## config.mk

```make
export PLATFORM = sky130hd
export DESIGN_NAME = alu8_core
export DESIGN_NICKNAME = d
export VERILOG_FILES = /design/src/rtl/alu8_pkg.sv /design/src/rtl/alu8_logic.sv /design/src/rtl/alu8_arith.sv /design/src/rtl/alu8_flagreg.sv /design/src/rtl/alu8_core.sv
export SDC_FILE = /design/constraint.sdc
export NUM_CORES = 1
export LEC_CHECK = 0
export ABC_AREA = 1
export BUFFER_PORTS_ARGS = -buffer_cell sky130_fd_sc_hd__buf_2
export CORE_ASPECT_RATIO = 0.5
export CORE_MARGIN = 1.5
export CORE_UTILIZATION = 54
export DETAILED_ROUTE_END_ITERATION = 16
export HOLD_SLACK_MARGIN = 0.06
export MAX_ROUTING_LAYER = met4
export PLACE_DENSITY = 0.81
export SLEW_MARGIN = 20
export SYNTH_ARGS = -nofsm -noshare
export SYNTH_HDL_FRONTEND = slang
export SYNTH_SLANG_ARGS = --single-unit
export TNS_END_PERCENT = 10
```

## constraint.sdc

```tcl
create_clock -name clk -period 3.69 [get_ports clk]
set_input_delay 0.369 -clock clk [delete_from_list [all_inputs] [get_ports clk]]
set_output_delay 0.369 -clock clk [all_outputs]
set_load 0.01 [all_outputs]
```

## src/rtl/alu8_pkg.sv

```systemverilog
package alu8_pkg;

    typedef enum logic [2:0] {
        OP_AND = 3'b000,
        OP_OR  = 3'b001,
        OP_NOT = 3'b010,
        OP_XOR = 3'b011,
        OP_CMP = 3'b100,
        OP_ADD = 3'b101,
        OP_ADC = 3'b110,
        OP_SUB = 3'b111
    } alu_op_e;

    typedef struct packed {
        logic neg;
        logic zero;
        logic ovf;
        logic carry;
    } alu_flags_t;

endpackage

```

## src/rtl/alu8_logic.sv

```systemverilog
module alu8_logic
    import alu8_pkg::*;
#(
    parameter int W = 8
) (
    input  alu_op_e        op,
    input  logic [W-1:0]   a,
    input  logic [W-1:0]   b,
    output logic [W-1:0]   y
);

    always_comb begin
        unique case (op)
            OP_AND:  y = a & b;
            OP_OR:   y = a | b;
            OP_NOT:  y = ~a;
            OP_XOR:  y = a ^ b;
            default: y = '0;
        endcase
    end

endmodule

```

## src/rtl/alu8_arith.sv

```systemverilog
module alu8_arith
    import alu8_pkg::*;
#(
    parameter int W = 8
) (
    input  alu_op_e        op,
    input  logic [W-1:0]   a,
    input  logic [W-1:0]   b,
    input  logic           cin_stored,
    output logic [W-1:0]   sum,
    output logic           cout,
    output logic           ovf
);

    localparam int SW = W + 1;

    logic           subtract;
    logic [W-1:0]   b_eff;
    logic           cin;
    logic [SW-1:0]  total;

    always_comb begin
        subtract = (op == OP_SUB) || (op == OP_CMP);
        // invert the right operand through XOR gating
        b_eff    = b ^ {W{subtract}};
        // carry-in: forced high for subtraction, stored bit for ADC only
        cin      = subtract | ((op == OP_ADC) & cin_stored);
        total    = {1'b0, a} + {1'b0, b_eff} + SW'(cin);
        sum      = total[W-1:0];
        cout     = total[W];
        ovf      = (a[W-1] == b_eff[W-1]) && (sum[W-1] != a[W-1]);
    end

endmodule

```

## src/rtl/alu8_flagreg.sv

```systemverilog
module alu8_flagreg
    import alu8_pkg::*;
(
    input  logic        clk,
    input  logic        rst,
    input  logic        load,
    input  alu_flags_t  flags_in,
    output alu_flags_t  flags_q
);

    typedef struct packed {
        alu_flags_t flags;
    } state_t;

    state_t st_d, st_q;

    always_comb begin
        st_d = st_q;
        if (load)
            st_d.flags = flags_in;
    end

    always_ff @(posedge clk) begin
        if (rst)
            st_q <= '0;
        else
            st_q <= st_d;
    end

    assign flags_q = st_q.flags;

endmodule

```

## src/rtl/alu8_core.sv

```systemverilog
module alu8_core
    import alu8_pkg::*;
#(
    parameter int W = 8
) (
    input  logic         clk,
    input  logic         rst,
    input  logic [2:0]   opsel,
    input  logic [W-1:0] left_i,
    input  logic [W-1:0] right_i,
    input  logic         flag_load,
    output logic [W-1:0] result_o,
    output logic         carry_o,
    output logic         ovf_o,
    output logic         zero_o,
    output logic         neg_o,
    output logic [3:0]   flag_reg_o
);

    alu_op_e        op;
    logic [W-1:0]   logic_y;
    logic [W-1:0]   arith_sum;
    logic           arith_cout;
    logic           arith_ovf;
    logic [W-1:0]   flag_src;
    logic           is_arith;
    alu_flags_t     flags_now;
    alu_flags_t     flags_stored;

    assign op = alu_op_e'(opsel);

    alu8_logic #(.W(W)) u_logic (
        .op (op),
        .a  (left_i),
        .b  (right_i),
        .y  (logic_y)
    );

    alu8_arith #(.W(W)) u_arith (
        .op         (op),
        .a          (left_i),
        .b          (right_i),
        .cin_stored (flags_stored.carry),
        .sum        (arith_sum),
        .cout       (arith_cout),
        .ovf        (arith_ovf)
    );

    always_comb begin
        is_arith = opsel[2];
        if (op == OP_CMP)
            result_o = left_i;
        else if (is_arith)
            result_o = arith_sum;
        else
            result_o = logic_y;
        // compare judges zero/negative on the hidden difference
        flag_src        = (op == OP_CMP) ? arith_sum : result_o;
        flags_now.zero  = (flag_src == '0);
        flags_now.neg   = flag_src[W-1];
        flags_now.carry = is_arith & arith_cout;
        flags_now.ovf   = is_arith & arith_ovf;
    end

    assign carry_o = flags_now.carry;
    assign ovf_o   = flags_now.ovf;
    assign zero_o  = flags_now.zero;
    assign neg_o   = flags_now.neg;

    alu8_flagreg u_flags (
        .clk      (clk),
        .rst      (rst),
        .load     (flag_load),
        .flags_in (flags_now),
        .flags_q  (flags_stored)
    );

    assign flag_reg_o = flags_stored;

endmodule

```

==> metrics.yaml <==
core.rowCount: 12
drv_slew: 0
relSlewSlack_pct: 73.2
clkLatencyLatePin_ns: 0.23
coreArea_um2: 2360
postRouteAntennaNets: 0
dieArea_um2: 3000
largest_reg_flops: 4
timing.final.crit_share_pct: 89.6
setup_violations: 0
grt_max_degree: 17
r2r-start: "u_flags.flags_q[0]$_SDFFE_PP0P_"
cts_buffers: 3
worst_slew_pin_slew_ns: 0.400
min_path_type: "in -> reg"
leakagePower_nw: 1.03
dp_hpwl_mm: 3.02
grt_pass1_vias: 1356
gp_congestion: 0.921
h-tree-depth: 1
grt_usage_pct: 26.6
tritoncts: "done"
synth_nets: 289
syn_area_per_cell_um2: 5.97
portBuffers: 37
finalCoreUtilization_pct: 71.4
cap_violations: 0
run_status: "completed"
antenna_found_initial: 0
startpoint: "opsel[2]"
endpoint: "zero_o"
ys_seq_area_share_pct: 5.57
cts_setup_buffers: 0
firstDrtPassIters: 4
final_nets: 328
end_kind: "primary output"
grt_first_pass_wirelength_mm: 5.95
synth_cells: 241
rsz0062_at_grt: "false"
root_buffer: "clkbuf_8"
finalHoldViolCount: 0
pin_count: 38
clkTransAtPathRegs_ns: 0.03
power.density_nw_per_um2: 245
path_max_fanout: 16
worst-setup-path-type: "in -> out"
area_delta_synth_final_pct: 17.1
min_path_cells: 2
ys_warn_count: 0
wl_per_cell_um: 11.5
synth-seq-cells: 4
dr_total_vias: 1591
fmax_ghz: 0.302
worst_hold_slack_ns: 0.426
min_from: "flag_load"
cp.required_ns: 3.32
worstReg2RegEnd: "u_flags.flags_q[2]$_SDFFE_PP0P_"
vdd_drop_max_v: 0.000203
drt_iter0_markers: 70
numClockSinks: 4
ctsResizeCount: 0
die_h_um: 39.5
fillCellCount: 224
tns_ns: 0
wl_mm: 3.61
holdBufCountCts: 0
synth.distinct_cells: 31
n_antenna_cell: 0
viasPerCell: 5.08
drive_gt1_share_pct: 23.0
fin_crit_ns: 3.31
post-route-drc-count: 0
netlist_area_um2: 1440
reg2reg_depth: 11
rrSetupSlack_ns: 1.59
initial_core_util_pct: 61.0
overflow: 0
skew_ns: 0.00315
startpoint_type: "input pin"
cts_buffer_depth: 2
arrival_ns: 2.94
die_w_um: 76.0
[per-stage QoR]
step | setup slack, ns | std cells | power [mW] | instance area, µm²
floorplan | 0.782 | 241 | 0.235 | 1440
global placement | 0.489 | 310 | 0.307 | 1640
detailed placement | 0.401 | 310 | 0.313 | 1640
CTS | 0.397 | 313 | 0.413 | 1680
global route | 0.216 | 313 | 0.454 | 1680
finish | 0.383 | 313 | 0.413 | 1680
[synthesized netlist by cell type]
| cell | count | share of area [%] |
|---|---|---|
| o21ai_1 | 6 | 2.1 |
| a21oi_2 | 1 | 0.61 |
| dfxtp_1 | 4 | 5.6 |
| inv_1 | 46 | 12 |
| o21ai_0 | 13 | 4.5 |
| o21ai_2 | 1 | 0.61 |
| o2111ai_1 | 1 | 0.61 |
| nand3_2 | 2 | 1.4 |
| buf_2 | 1 | 0.35 |
| nor2_4 | 3 | 2.3 |
| nand3b_1 | 1 | 0.52 |
| buf_4 | 1 | 0.52 |
| ha_1 | 24 | 21 |
| nand2_1 | 64 | 17 |
| inv_4 | 1 | 0.44 |
| nand2_2 | 3 | 1.3 |
| inv_2 | 4 | 1.0 |
| o211ai_1 | 2 | 1.0 |
| a21o_1 | 1 | 0.52 |
| nand4_1 | 3 | 1.3 |
| xor2_1 | 8 | 4.9 |
| a21oi_1 | 5 | 1.7 |
| nand2_4 | 1 | 0.78 |
| o21a_1 | 1 | 0.52 |
| xnor2_1 | 1 | 0.61 |
| a31oi_1 | 1 | 0.44 |
| fa_1 | 2 | 2.8 |
| nor2_2 | 8 | 3.5 |
| nor2_1 | 14 | 3.7 |
| nand3_1 | 17 | 5.9 |
| buf_6 | 1 | 0.78 |
[cells in the final DEF, fill, tap and decap left out, types with 4 or more instances in the layout]
master,Yosys,layout
nand2_1,64,64
inv_1,46,46
buf_2,1,37
ha_1,24,24
nand3_1,17,17
nor2_1,14,14
o21ai_0,13,13
nor2_2,8,8
xor2_1,8,8
o21ai_1,6,6
a21oi_1,5,5
inv_2,4,4
dfxtp_1,4,4
[power by group]
group | total (mW) | internal [mW] | switching (mW)
logic | 0.267 | 0.102 | 0.166
clock network | 0.0967 | 0.0699 | 0.0268
registers | 0.0487 | 0.0468 | 0.00188
total | 0.413 | 0.218 | 0.194
[area by class of cell]
cell class	count	area (µm²)	area share (%)
multi-input cells	183	1140	67.7
inverters	51	194	11.5
repair buffers	37	185	11.0
flip-flops and latches	4	80.1	4.75
well taps	35	43.8	2.60
clock buffers	3	41.3	2.45
[critical path, cell delays in order]
cell     delay, ns
buf_2         0.29
nand2_1       0.14
nor2_4        0.29
xor2_1        0.26
fa_1          0.21
inv_1         0.07
fa_1          0.42
xnor2_1       0.18
nor2_1        0.06
nor2_1        0.17
nand2_1       0.09
nor2_2        0.10
nand3_2       0.10
inv_1         0.06
buf_2         0.12
[worst min path at each step]
stage                                 endpoint  slack [ns]
2_1_floorplan  u_flags.flags_q[2]$_SDFFE_PP0P_        0.45
3_3_place_gp   u_flags.flags_q[3]$_SDFFE_PP0P_        0.47
3_5_place_dp   u_flags.flags_q[3]$_SDFFE_PP0P_        0.49
4_1_cts        u_flags.flags_q[2]$_SDFFE_PP0P_        0.42
5_1_grt        u_flags.flags_q[2]$_SDFFE_PP0P_        0.43
6_report       u_flags.flags_q[2]$_SDFFE_PP0P_        0.43
[routing by layer]
layer	global-route usage (%)	vias up	wire length, µm
met5	-	-	0
met4	2.78	0	10
met3	4.42	3	248
li1	-	831	-
met2	47.5	48	1580
met1	33.9	709	1780
[kinds of logic (layout without fill, tap and decap cells)]
group / after synthesis / after routing / share of synthesized area [%]
AOI/OAI and AO/OA: 32 / 32 / 12.7
xor gates and xnor gates: 9 / 9 / 5.48
adders and majority gates: 26 / 26 / 23.7
buffers and inverters: 54 / 91 / 15.1
DFF: 4 / 4 / 5.57
and+or+nand+nor: 116 / 116 / 37.4
Note: power is estimated with default switching activity, not from simulation.
